[src/rtl/rxd_pkg.sv]
package rxd_pkg;
  typedef enum logic [2:0] {
    ST_INIT, ST_IDLE, ST_RREQ, ST_RWAIT, ST_RECV, ST_WBYTE, ST_WBACK, ST_SUSP
  } rxd_state_e;

  // descriptor word 0 (status) bit positions, decoded by host software
  localparam int OWN_BIT   = 31;
  localparam int FIRST_BIT = 30;
  localparam int LEN_LSB   = 16;
  localparam int ERR_BIT   = 15;
  localparam int LAST_BIT  = 8;
  // descriptor word 1 control bit
  localparam int EOR_BIT   = 25;
endpackage

[src/rtl/rxd_ring_ptr.sv]
module rxd_ring_ptr #(
  parameter int AW = 32
) (
  input  logic          clk,
  input  logic          rst_n,
  input  logic          load_base,
  input  logic          advance,
  input  logic          wrap,
  input  logic [AW-1:0] ring_base,
  input  logic [AW-1:0] link_ptr,
  output logic [AW-1:0] cur
);
  always_ff @(posedge clk or negedge rst_n) begin
    if (!rst_n)         cur <= '0;
    else if (load_base) cur <= ring_base;
    else if (advance)   cur <= wrap ? ring_base : link_ptr;
  end
endmodule

[src/rtl/rxd_status_pack.sv]
module rxd_status_pack #(
  parameter int LEN_W = 14
) (
  input  logic             first,
  input  logic             last,
  input  logic             err,
  input  logic [LEN_W-1:0] len,
  output logic [31:0]      word
);
  import rxd_pkg::*;
  always_comb begin
    word                     = '0;
    word[FIRST_BIT]          = first;
    word[LAST_BIT]           = last;
    word[ERR_BIT]            = last & err;
    word[LEN_LSB +: LEN_W]   = last ? len : '0;
  end
endmodule

[src/rtl/rxd_miss_ctr.sv]
module rxd_miss_ctr #(
  parameter int CW = 16
) (
  input  logic          clk,
  input  logic          rst_n,
  input  logic          bump,
  output logic [CW-1:0] count
);
  localparam logic [CW-1:0] TOP = '1;
  always_ff @(posedge clk or negedge rst_n) begin
    if (!rst_n)                    count <= '0;
    else if (bump && count != TOP) count <= count + 1'b1;
  end
endmodule

[src/rtl/rxd_ring_writer.sv]
module rxd_ring_writer
  import rxd_pkg::*;
#(
  parameter int AW     = 32,
  parameter int SIZE_W = 11,
  parameter int LEN_W  = 14,
  parameter int MISS_W = 16
) (
  input  logic              clk,
  input  logic              rst_n,
  input  logic              rx_enable,
  input  logic              poll_demand,
  input  logic [AW-1:0]     ring_base,
  input  logic              s_valid,
  output logic              s_ready,
  input  logic [7:0]        s_data,
  input  logic              s_last,
  input  logic              s_err,
  output logic              mem_valid,
  input  logic              mem_ready,
  output logic              mem_write,
  output logic [AW-1:0]     mem_addr,
  output logic [31:0]       mem_wdata,
  output logic [3:0]        mem_wstrb,
  input  logic              mem_rvalid,
  input  logic [31:0]       mem_rdata,
  output logic [MISS_W-1:0] missed_count
);
  localparam int WORD_SEL_W = 2;

  rxd_state_e            st;
  logic [WORD_SEL_W-1:0] widx;
  logic [AW-1:0]         cur, link_ptr, buf_base, byte_addr;
  logic [SIZE_W-1:0]     cap, off;
  logic [LEN_W-1:0]      flen;
  logic                  eor, first_q, in_frame, drop_mid, poll_pend;
  logic                  hold_last, hold_err, wb_final;
  logic [7:0]            hold_byte;
  logic [31:0]           status_word;
  logic                  room, may_take, take, spill, advance, bump;

  assign room      = (off != cap);
  assign may_take  = in_frame | rx_enable;
  assign byte_addr = buf_base + AW'(off);

  always_comb begin
    s_ready = 1'b0;
    case (st)
      ST_RECV: s_ready = may_take & room;
      ST_SUSP: s_ready = 1'b1;
      default: s_ready = 1'b0;
    endcase
  end

  assign take    = s_valid & s_ready;
  assign spill   = (st == ST_RECV) & s_valid & may_take & ~room;
  assign advance = (st == ST_WBACK) & mem_ready;
  assign bump    = (st == ST_SUSP) & take & s_last;

  rxd_ring_ptr #(.AW(AW)) u_ptr (
    .clk(clk), .rst_n(rst_n), .load_base(st == ST_INIT), .advance(advance),
    .wrap(eor), .ring_base(ring_base), .link_ptr(link_ptr), .cur(cur)
  );

  rxd_status_pack #(.LEN_W(LEN_W)) u_pack (
    .first(first_q), .last(wb_final), .err(hold_err), .len(flen), .word(status_word)
  );

  rxd_miss_ctr #(.CW(MISS_W)) u_miss (
    .clk(clk), .rst_n(rst_n), .bump(bump), .count(missed_count)
  );

  always_comb begin
    mem_valid = 1'b0;
    mem_write = 1'b0;
    mem_addr  = cur;
    mem_wdata = '0;
    mem_wstrb = '0;
    case (st)
      ST_RREQ: begin
        mem_valid = 1'b1;
        mem_addr  = cur + AW'({widx, 2'b00});
      end
      ST_WBYTE: begin
        mem_valid = 1'b1;
        mem_write = 1'b1;
        mem_addr  = byte_addr;
        mem_wdata = {4{hold_byte}};
        mem_wstrb = 4'b0001 << byte_addr[1:0];
      end
      ST_WBACK: begin
        mem_valid = 1'b1;
        mem_write = 1'b1;
        mem_wdata = status_word;
        mem_wstrb = 4'hF;
      end
      default: ;
    endcase
  end

  always_ff @(posedge clk or negedge rst_n) begin
    if (!rst_n) begin
      st        <= ST_INIT;
      widx      <= '0;
      link_ptr  <= '0;
      buf_base  <= '0;
      cap       <= '0;
      off       <= '0;
      flen      <= '0;
      eor       <= 1'b0;
      first_q   <= 1'b1;
      in_frame  <= 1'b0;
      drop_mid  <= 1'b0;
      poll_pend <= 1'b0;
      hold_last <= 1'b0;
      hold_err  <= 1'b0;
      hold_byte <= '0;
      wb_final  <= 1'b0;
    end else begin
      case (st)
        ST_INIT: st <= ST_IDLE;
        ST_IDLE: if (rx_enable) begin
          widx <= '0;
          st   <= ST_RREQ;
        end
        ST_RREQ: if (mem_ready) st <= ST_RWAIT;
        ST_RWAIT: if (mem_rvalid) begin
          widx <= widx + 1'b1;
          st   <= ST_RREQ;
          case (widx)
            2'd0: if (!mem_rdata[OWN_BIT]) begin
              st        <= ST_SUSP;
              drop_mid  <= in_frame;
              poll_pend <= 1'b0;
            end
            2'd1: begin
              cap <= mem_rdata[SIZE_W-1:0];
              eor <= mem_rdata[EOR_BIT];
            end
            2'd2: buf_base <= mem_rdata[AW-1:0];
            default: begin
              link_ptr <= mem_rdata[AW-1:0];
              off      <= '0;
              st       <= ST_RECV;
            end
          endcase
        end
        ST_RECV: begin
          if (take) begin
            hold_byte <= s_data;
            hold_last <= s_last;
            hold_err  <= s_err;
            in_frame  <= 1'b1;
            st        <= ST_WBYTE;
          end else if (spill) begin
            in_frame <= 1'b1;
            wb_final <= 1'b0;
            st       <= ST_WBACK;
          end
        end
        ST_WBYTE: if (mem_ready) begin
          off  <= off + 1'b1;
          flen <= flen + 1'b1;
          if (hold_last) begin
            wb_final <= 1'b1;
            st       <= ST_WBACK;
          end else begin
            st <= ST_RECV;
          end
        end
        ST_WBACK: if (mem_ready) begin
          widx <= '0;
          if (wb_final) begin
            first_q  <= 1'b1;
            in_frame <= 1'b0;
            flen     <= '0;
            wb_final <= 1'b0;
            st       <= ST_IDLE;
          end else begin
            first_q <= 1'b0;
            st      <= ST_RREQ;
          end
        end
        ST_SUSP: begin
          if (poll_demand) poll_pend <= 1'b1;
          if (take) drop_mid <= ~s_last;
          if ((poll_pend | poll_demand) && !drop_mid && !take) begin
            st        <= ST_RREQ;
            widx      <= '0;
            poll_pend <= 1'b0;
            in_frame  <= 1'b0;
            flen      <= '0;
            first_q   <= 1'b1;
          end
        end
        default: st <= ST_INIT;
      endcase
    end
  end
endmodule

[config.mk]
export PLATFORM = sky130hd
export DESIGN_NAME = rxd_ring_writer
export DESIGN_NICKNAME = d
export VERILOG_FILES = /design/src/rtl/rxd_pkg.sv /design/src/rtl/rxd_ring_ptr.sv /design/src/rtl/rxd_status_pack.sv /design/src/rtl/rxd_miss_ctr.sv /design/src/rtl/rxd_ring_writer.sv
export SDC_FILE = /design/constraint.sdc
export NUM_CORES = 1
export LEC_CHECK = 0
export BUFFER_PORTS_ARGS = -buffer_cell sky130_fd_sc_hd__clkbuf_2
export CAP_MARGIN = 30
export CELL_PAD_IN_SITES_DETAIL_PLACEMENT = 1
export CELL_PAD_IN_SITES_GLOBAL_PLACEMENT = 1
export CORE_MARGIN = 3
export CORE_UTILIZATION = 34
export DETAILED_ROUTE_END_ITERATION = 12
export PLACE_DENSITY = 0.72
export REMOVE_ABC_BUFFERS = 1
export SLEW_MARGIN = 20
export SYNTH_ARGS = -nofsm -noshare
export SYNTH_HDL_FRONTEND = slang
export SYNTH_SLANG_ARGS = --single-unit
[constraint.sdc]
create_clock -name clk -period 5.6 [get_ports clk]
set_input_delay 0.28 -clock clk [delete_from_list [all_inputs] [get_ports clk]]
set_output_delay 0.28 -clock clk [all_outputs]
set_load 0.02 [all_outputs]
==> results.json, run 1 <==
{
  "instances_no_fill": 1512,
  "start_util_pct": 34.8,
  "grtUsageMet3_pct": 2.85,
  "async_flop_share_pct": 100,
  "setup_violations": 0,
  "ys.warnings.count": 0,
  "port_buffers": 167,
  "rsz0062_at_grt": "no",
  "whs_ns": 0.0666,
  "grt_first_pass_wirelength_um": 47200,
  "worstMarginPinSlew_ns": 0.925,
  "gp_congestion": 0.818,
  "hold_path.class": "in2reg",
  "synth.avg_cell_area_sq_um": 10.0,
  "dr_total_vias": 8162,
  "fin_area_sq_mm": 0.0115,
  "path_class": "reg2out",
  "synth.most_common_cell": "dfrtp_1",
  "grt_max_degree": 73,
  "syn2layout_area_growth_pct": 18.3,
  "yosysSeqAreaShare_pct": 43.4,
  "irDropWorstVdd_mv": 0.241,
  "power.density_mw_per_mm2": 512,
  "grt_use_met1_pct": 25.7,
  "grt-ovfl-total": 0,
  "final_nets": 1224,
  "track_usage_pct": 19.2,
  "synth_cells": 972,
  "drcViolationCount": 0,
  "grt_most_used_layer": "met2",
  "finalHoldViolCount": 0,
  "dp_hpwl_um": 21400,
  "path_clk_slew_ns": 0.07,
  "arrival_ns": 3.49,
  "dp_cells": 1476,
  "maxSlewViolCount": 0,
  "end_kind": "output port",
  "drv_cap": 0,
  "routedWlPerCell_um": 19.4,
  "routed_via_density": 5.40,
  "drt_wl_total_um": 29400,
  "synth-edff-count": 0,
  "die_w_um": 175,
  "cts_buffer_depth": 2,
  "synth.distinct_cells": 72,
  "synthTopCellsByCount": "168 x dfrtp_1, 81 x mux2_2, 81 x nor2_1",
  "htree_levels": 4,
  "slew_headroom_pct": 38.2,
  "die_h_um": 175,
  "antenna_found_initial": 0,
  "multi_input_area_sq_mm": 0.00524,
  "fin_crit_sh_pct": 67.3,
  "ys_seq_elements": 169,
  "fin_setup_tns_ns": 0,
  "yosysTopAreaCellShare_pct": 43.1,
  "seq_area_sq_mm": 0.00423,
  "finClkSkew_ns": 0.0131,
  "io_pins": 168,
  "power.leakage_nw": 5.52,
  "fillerInstances": 3212,
  "cts.sinks": 169,
  "first_global_vias": 8697,
  "die-area_sq_mm": 0.0307,
  "period_needed_ns": 3.77,
  "synth_ff_type": "dfrtp_1",
  "status": "finished clean",
  "synth_area_sq_mm": 0.00975,
  "detailed_place.area_sq_mm": 0.0109,
  "diodes": 0,
  "insertion_delay_ns": 0.43,
  "ant_nets": 0,
  "rows": 61,
  "drt_first_iter_violations": 413,
  "crit_required_ns": 5.32,
  "critPathMaxFanout": 27,
  "synth_area_leader_cell": "dfrtp_1",
  "cts-root-buf": "clkbuf_16",
  "cts_tree": "yes",
  "cts_setup_buffers": 0,
  "core_sq_mm": 0.0280,
  "fmax_ghz": 0.265,
  "dr.pass1.iters": 4,
  "drive_gt1_share_pct": 28.0,
  "cts_made_buffers": 17,
  "power_mw": 5.90,
  "synthTopCellsByArea": "dfrtp_1 43%, mux2_2 9.4%, mux2i_1 4.0%",
  "use_met2_pct": 32.3,
  "start_kind": "flop"
}
## cells by family (layout without fill, tap and decap cells)
logic type	Yosys count	count (layout)	synth area share (%)
AO/OA/AOI/OAI	185	185	12.4
XOR/XNOR	63	63	5.66
adder cells (fa/ha/maj)	22	22	2.98
buffers and inverters	67	229	3.17
flip-flops	169	169	43.4
multiplexers	133	133	14.9
AND/OR/NAND/NOR	333	333	17.6
## sequential cells by signal, indices dropped and copies added, names as in the netlist, 2 cells and up
signal        count
widx              2
buf_base         32
flen             14
u_ptr.cur        32
link_ptr         32
off              11
hold_byte         8
cap              11
u_miss.count     16
st                3
## critical path: stages (launching register included)
cell and delay [ns]:
dfrtp_1 0.94, or3b_4 0.50, nor4b_4 0.43, and2_1 0.38, nand3_1 0.15, mux2i_1 0.13, or3_1 0.36, clkbuf_2 0.16
## layer usage
layer,vias to the layer above,part of all wire [%]
met3,33,2.9
met4,0,2.1
met2,140,49
met5,-,0
met1,4165,46
li1,3824,-
## layout by cell type, fill, tap and decap left out, types with 11 or more instances in the layout
| cell | Yosys | routed |
|---|---|---|
| clkbuf_16 | 0 | 17 |
| nor3_1 | 17 | 17 |
| ha_1 | 20 | 20 |
| nand3_1 | 60 | 60 |
| dfrtp_1 | 168 | 168 |
| clkbuf_2 | 0 | 166 |
| mux2i_1 | 39 | 39 |
| inv_1 | 14 | 14 |
| mux2_1 | 13 | 13 |
| o211ai_1 | 12 | 12 |
| and3_1 | 28 | 27 |
| a21o_1 | 20 | 20 |
| o21ai_0 | 22 | 22 |
| xor2_1 | 23 | 23 |
| nand4_1 | 21 | 21 |
| xnor2_1 | 40 | 40 |
| nor2_1 | 81 | 81 |
| a21oi_1 | 73 | 72 |
| mux2_2 | 81 | 81 |
| nand2_1 | 67 | 66 |
| buf_4 | 9 | 11 |
## area by class of cell
class                   instances  area share [%]
multi-input cells             736            45.4
well taps                     378            4.10
flip-flops and latches        169            36.7
clock buffers                  20            3.96
inverters                      15           0.488
repair buffers                182            8.57
clock inverters                12           0.781
## stage by stage
| stage | worst slack (ns) | util, % |
|---|---|---|
| 2_1_floorplan | 1.55 | - |
| 3_3_place_gp | 2.36 | 39.0 |
| 3_5_place_dp | 2.26 | 39.0 |
| 4_1_cts | 1.83 | 41.0 |
| 5_1_grt | 1.64 | 41.2 |
| 6_report | 1.83 | 41.2 |
## worst paths after layout
check | startpoint | to | slack (ns) | cells after the start
setup / recovery | st[1] | mem_addr[29] | 1.83 | 7
hold / removal | s_data[3] | hold_byte[3] | 0.07 | 2
hold reg to reg | hold_byte[1] | hold_byte[1] | 0.47 | 1
min in group asynchronous | rst_n | u_ptr.cur[27] | 0.31 | 2
setup reg to reg | st[1] | buf_base[18] | 2.28 | 5
max in group asynchronous | rst_n | u_ptr.cur[22] | 4.11 | 3
## power by group
group / total, mW / switching, mW / internal, mW
Combinational: 2.51 / 1.45 / 1.06
Clock: 1.12 / 0.525 / 0.597
Sequential: 2.27 / 0.553 / 1.71
## repair_timing
item                      4_1_cts  5_1_grt
gates resized for setup         0        0
hold buffers                    1        0
hold endpoints to repair       34        0
No activity file was read; power rests on OpenSTA's default activity.
==> inputs of run 2 (changes only) <==
Settings changed: PLACE_DENSITY 0.72 to 0.74.
Clock period 5.6 ns to 3.4 ns, I/O delays scaled along.
==> run 2 against run 1 <==
Net effect:
- sequential cell count unchanged
- design area increased by 4.1%
- first-iteration DRC count increased by 37%
- clock skew up 0.00080 ns
- register-to-register slack worse by 1.6 ns
- die area stayed put
- non-clock buffer count grew 42
- via count increased by 2.3%
- sequential share of layout area shrank 1.4 points
- core utilization rose by 1.7 points
- largest power group unchanged
- critical path depth did not move
==> results.json, run 2 (synthesized netlist as in run 1, its figures left out) <==
{
  "dp_hpwl_um": 21700,
  "endpoint": "mem_addr[29]",
  "rsz0062_at_grt": "no",
  "period_needed_ns": 3.26,
  "power.density_mw_per_mm2": 832,
  "slew_headroom_pct": 40.5,
  "mostFrequentLayoutCells": "168 x dfrtp_1, 165 x clkbuf_2, 81 x nor2_1, 81 x mux2_2, 72 x a21oi_1",
  "first_global_vias": 8751,
  "cts.sinks": 169,
  "die_w_um": 175,
  "reg2reg_setup_slack_ns": 0.68,
  "cpMaxStageDelayCell": "dfrtp_1",
  "start_kind": "flop",
  "htree_levels": 4,
  "utilization_pct": 42.9,
  "routedWlPerCell_um": 19.1,
  "core_sq_mm": 0.0280,
  "path_clk_slew_ns": 0.07,
  "fin_crit_sh_pct": 95.8,
  "drcViolationCount": 0,
  "finalHoldViolCount": 0,
  "startpoint": "st[0]",
  "cts_buffer_depth": 2,
  "die-area_sq_mm": 0.0307,
  "drt_wl_total_um": 29700,
  "worstPathCellList": "or3b_4 > nor4b_4 > and2_2 > nand3_1 > mux2i_1 > or3_1 > clkbuf_2",
  "detailed_place.area_sq_mm": 0.0110,
  "irDropWorstVdd_mv": 0.461,
  "start_util_pct": 34.8,
  "rr_endpoint": "hold_err",
  "grt_max_degree": 76,
  "dr_total_vias": 8347,
  "dr.pass1.iters": 5,
  "cts_tree": "yes",
  "finClkSkew_ns": 0.0139,
  "diodes": 0,
  "arrival_ns": 3.09,
  "status": "finished clean",
  "maxUsedRoutingLayer": "met4",
  "routed_via_density": 5.37,
  "critPathMaxFanout": 13,
  "gp_congestion": 0.856,
  "final_nets": 1266,
  "port_buffers": 167,
  "instances_no_fill": 1554,
  "whs_path_depth": 2,
  "grt_first_pass_wirelength_um": 48100,
  "worstReg2RegStart": "st[0]",
  "grt-ovfl-total": 0,
  "setup_violations": 0,
  "cts-root-buf": "clkbuf_16",
  "slowest_delay_ns": 0.54,
  "final_common_cell": "dfrtp_1",
  "die_h_um": 175,
  "maxSlewViolCount": 0,
  "antenna_found_initial": 0,
  "rows": 61,
  "worstMarginPinSlew_ns": 0.889,
  "track_usage_pct": 19.5,
  "fin_area_sq_mm": 0.0120,
  "crit_required_ns": 3.23,
  "insertion_delay_ns": 0.43,
  "ant_nets": 0,
  "wl_met2_um": 14400,
  "io_pins": 168,
  "largestRegisters": "buf_base (32), link_ptr (32), u_ptr.cur (32)",
  "syn2layout_area_growth_pct": 23.1,
  "power_mw": 9.99,
  "drt-met1-wl_um": 13700,
  "path_class": "reg2out",
  "hold_path.class": "in2reg",
  "drt_first_iter_violations": 567,
  "cts_made_buffers": 17,
  "power.leakage_nw": 5.72,
  "wl_met3_um": 958,
  "drive_gt1_share_pct": 28.4,
  "whs_ns": 0.0129,
  "fmax_ghz": 0.307,
  "drv_cap": 0,
  "end_kind": "output port",
  "dp_cells": 1487,
  "r2r_cells": 6
}
[run 2: worst min-delay path by stage]
stage	slack, ns	end	from
2_1_floorplan	-0.13	buf_base[0]	rst_n
3_3_place_gp	0.25	link_ptr[26]	rst_n
3_5_place_dp	0.25	buf_base[28]	rst_n
4_1_cts	0.0006	link_ptr[11]	mem_rdata[11]
5_1_grt	0.006	link_ptr[6]	mem_rdata[6]
6_report	0.01	link_ptr[9]	mem_rdata[9]
[run 2: report_power, final]
group          internal (mW)  leakage [nW]  switching (mW)  total [mW]
Combinational           1.85          3.27            2.48        4.34
Sequential              2.82          2.16           0.860        3.68
Clock                   1.04         0.283           0.928        1.97
[run 2: layout make-up]
type,count,area [sq um]
Fill cell,3210,16000
Multi-Input combinational cell,736,5270
Sequential cell,169,4230
Timing Repair Buffer,224,1390
Tap cell,378,473
Clock buffer,17,425
Clock inverter,15,160
Inverter,15,56.3
[run 2: metrics by stage]
| step | setup WS [ns] | TNS, ns |
|---|---|---|
| 3_3_place_gp | 0.572 | 0 |
| 2_1_floorplan | -0.655 | -20.95 |
| 6_report | 0.143 | 0 |
| 3_5_place_dp | 0.517 | 0 |
| 4_1_cts | 0.0235 | 0 |
| 5_1_grt | 0.0377 | 0 |
[run 2: what timing repair did]
item / 4_1_cts / 5_1_grt
gates cloned: 0 / 0
gates resized for setup: 1 / 7
pin swaps: 0 / 3
buffers inserted: 0 / 2
hold endpoints to repair: 121 / 1
hold buffers: 32 / 1
endpoints found under the setup margin: 1 / 12
[run 2: worst max-delay path: cells and delay by family, from the launching register on]
kind	cells	cell delay [ns]
flip-flops	1	0.54
buffers and inverters	1	0.18
multiplexers	1	0.13
AND/OR/NAND/NOR	5	1.81
[run 2: metal layers]
metal	GRT usage (%)	vias to the layer above
li1	-	3910
met1	26.5	4236
met2	32.7	174
met3	3.18	27
met4	4.65	0
met5	0	-
==> inputs of run 3 (changes only) <==
Settings changed: ABC_AREA from default to 1, PLACE_DENSITY 0.74 to 0.78.
==> run 3 against run 2 <==
Net effect:
- the flow now finishes with violations (hold timing)
- non-clock buffer count rose by 9
- final cell count rose by 34%
- register-to-register slack improved by 0.14 ns
- core utilization shrank 0.31 points
- largest cell class unchanged
- design area grew 6.4%
- sequential share of layout area fell by 2.1 points
- area after synthesis grew 7.5%
- wire length rose by 29%
==> results.json, run 3 <==
{
  "drt-met1-wl_um": 18000,
  "path_class": "reg2out",
  "dr_total_vias": 10875,
  "synth_cells": 1485,
  "maxSlewViolCount": 0,
  "syn2layout_area_growth_pct": 21.9,
  "synth_area_sq_mm": 0.0105,
  "cts_made_buffers": 17,
  "slowest_delay_ns": 0.42,
  "die_w_um": 182,
  "fillerInstances": 3847,
  "arrival_ns": 2.98,
  "wl_met3_um": 1780,
  "rsz0062_at_grt": "no",
  "yosysSeqAreaShare_pct": 40.4,
  "irDropWorstVdd_mv": 0.315,
  "mostFrequentLayoutCells": "392 x nand2_1, 188 x inv_1, 168 x dfrtp_1, 166 x clkbuf_2, 156 x o21ai_0",
  "drcViolationCount": 0,
  "final_nets": 1785,
  "cts_buffer_depth": 2,
  "intPower_mw": 5.16,
  "io_pins": 168,
  "synthTopCellsByArea": "dfrtp_1 40%, nand2_1 14%, o21ai_0 7.5%",
  "setup_violations": 0,
  "fmax_ghz": 0.318,
  "gp_congestion": 0.932,
  "whs_ns": -0.0000945,
  "start_kind": "flop",
  "start_util_pct": 34.9,
  "maxUsedRoutingLayer": "met4",
  "cts-root-buf": "clkbuf_16",
  "rows": 63,
  "p_seq_share_pct": 35.2,
  "wl_met2_um": 18000,
  "routedWlPerCell_um": 18.3,
  "end_kind": "output port",
  "async_flop_share_pct": 100,
  "path_delay_family": "simple AND/OR/NAND/NOR gates",
  "fin_crit_sh_pct": 92.6,
  "die-area_sq_mm": 0.0330,
  "core_sq_mm": 0.0300,
  "final_common_cell": "nand2_1",
  "htree_levels": 4,
  "switching_share_pct": 48.3,
  "drt_first_iter_violations": 700,
  "worstReg2RegStart": "st[1]",
  "synth.most_common_cell": "nand2_1",
  "violations": "hold timing",
  "synth_area_leader_cell": "dfrtp_1",
  "path_clk_slew_ns": 0.08,
  "fin_setup_tns_ns": 0,
  "yosysTopAreaCellShare_pct": 40.1,
  "critical_path_buf_inv_count": 3,
  "ys_seq_elements": 169,
  "synth.distinct_cells": 52,
  "die_h_um": 182,
  "largestRegisters": "buf_base (32), link_ptr (32), u_ptr.cur (32)",
  "antenna_found_initial": 0,
  "drv_cap": 0,
  "r2r_cells": 8,
  "routed_via_density": 5.22,
  "power.density_mw_per_mm2": 782,
  "ys.warnings.count": 0,
  "status": "finished, violations left",
  "synthTopCellsByCount": "392 x nand2_1, 188 x inv_1, 168 x dfrtp_1",
  "hold_path.class": "in2reg",
  "port_buffers": 167,
  "synth.avg_cell_area_sq_um": 7.06,
  "grt_max_degree": 86,
  "dp_hpwl_um": 28800,
  "pwr-share-comb_pct": 45.0,
  "synth-edff-count": 0,
  "worstMarginPinSlew_ns": 0.897,
  "reg2reg_setup_slack_ns": 0.82,
  "crit_required_ns": 3.23,
  "whs_path_depth": 3,
  "min_to": "u_ptr.cur[2]",
  "grt_first_pass_wirelength_um": 61000,
  "finClkSkew_ns": 0.0131,
  "rr_endpoint": "flen[0]",
  "finalHoldViolCount": 1,
  "first_global_vias": 11125,
  "insertion_delay_ns": 0.45,
  "period_needed_ns": 3.15,
  "synth_ff_type": "dfrtp_1",
  "grt-ovfl-total": 0,
  "worstPathCellList": "ha_1 > fa_1 > nand2_1 > nor2_1 > nand4_1 > inv_1 > nand4_1 > nor2_1 > nand3_1 > nand2_1 > inv_1 > nand2_1 > clkbuf_2",
  "ant_nets": 0,
  "slew_headroom_pct": 40.1,
  "cts_tree": "yes",
  "drive_gt1_share_pct": 14.9,
  "dr.pass1.iters": 5,
  "diodes": 0,
  "cpMostUsedCell": "nand2_1",
  "clkPwrFrac_pct": 19.9,
  "p_switching_mw": 4.83,
  "cpMaxStageDelayCell": "dfrtp_1",
  "critPathMaxFanout": 4,
  "power.leakage_nw": 6.35,
  "cts.sinks": 169,
  "drt_wl_total_um": 38200,
  "min-delay-start": "ring_base[2]",
  "track_usage_pct": 23.0
}
[run 3: worst register-to-register path: cells and delay by family (launching register included)]
| kind | cells | cell delay, ns |
|---|---|---|
| buffers and inverters | 3 | 0.89 |
| and+or+nand+nor | 3 | 0.77 |
| DFF | 1 | 0.47 |
| AOI/OAI and AO/OA | 2 | 0.38 |
[run 3: repair_timing]
item                                    in CTS  in global routing
endpoints found under the setup margin       0                  3
resized for setup                            0                  2
hold buffers                                50                  0
setup buffers                                0                  0
hold endpoints to repair                   140                  0
[run 3: logic make-up after synthesis]
| group | share of synthesized area (%) |
|---|---|
| AOI/OAI and AO/OA | 14.4 |
| adders and majority gates | 2.77 |
| buffers and inverters | 9.72 |
| xor gates and xnor gates | 1.92 |
| muxes | 0.107 |
| DFF | 40.4 |
| and+or+nand+nor | 30.8 |
[run 3: per-stage QoR]
step / area (sq um) / setup slack, ns / power (mW) / cells / utilization, %
finish: 12800 / 0.252 / 9.99 / 2085 / 42.5
global route: 12800 / 0.0520 / 10.7 / 2085 / 42.5
CTS: 12800 / 0.194 / 10.0 / 2085 / 42.5
detailed placement: 11700 / 0.667 / 7.93 / 2003 / 38.9
global placement: 11700 / 0.732 / 7.72 / 2002 / 38.8
floorplan: 10200 / 0.0705 / 6.09 / 1430 / -
[run 3: worst max-delay path by stage]
stage / end / from / slack [ns] / cells past startpoint
after detailed placement: mem_addr[14] / off[0] / 0.67 / 12
after CTS: mem_addr[14] / off[0] / 0.19 / 12
after floorplan: mem_wstrb[1] / st[1] / 0.07 / 5
after global placement: mem_addr[14] / off[0] / 0.73 / 12
after global routing: mem_addr[28] / widx[0] / 0.05 / 14
final: mem_addr[28] / widx[0] / 0.25 / 13
[run 3: metal layers]
| metal | global-route usage (%) | vias to the layer above |
|---|---|---|
| met3 | 3.41 | 34 |
| met1 | 31.9 | 5337 |
| met4 | 4.75 | 0 |
| met5 | 0 | - |
| met2 | 38.1 | 247 |
| li1 | - | 5257 |
[run 3: layout make-up]
class / count / area, sq um / share of cell area, %
multi-input cells: 1066 / 5250 / 41.1
flip-flops and latches: 169 / 4230 / 33.1
repair buffers: 233 / 1490 / 11.6
inverters: 195 / 737 / 5.77
well taps: 390 / 488 / 3.82
clock buffers: 18 / 429 / 3.36
clock inverters: 14 / 156 / 1.22
[run 3: power groups by stage]
stage	Combinational, mW	Clock, mW	Sequential (mW)
2_1_floorplan	2.85	0	3.23
3_3_place_gp	4.25	0	3.47
3_5_place_dp	4.41	0	3.52
4_1_cts	4.49	2.02	3.49
5_1_grt	5.04	2.11	3.60
6_report	4.49	1.99	3.51
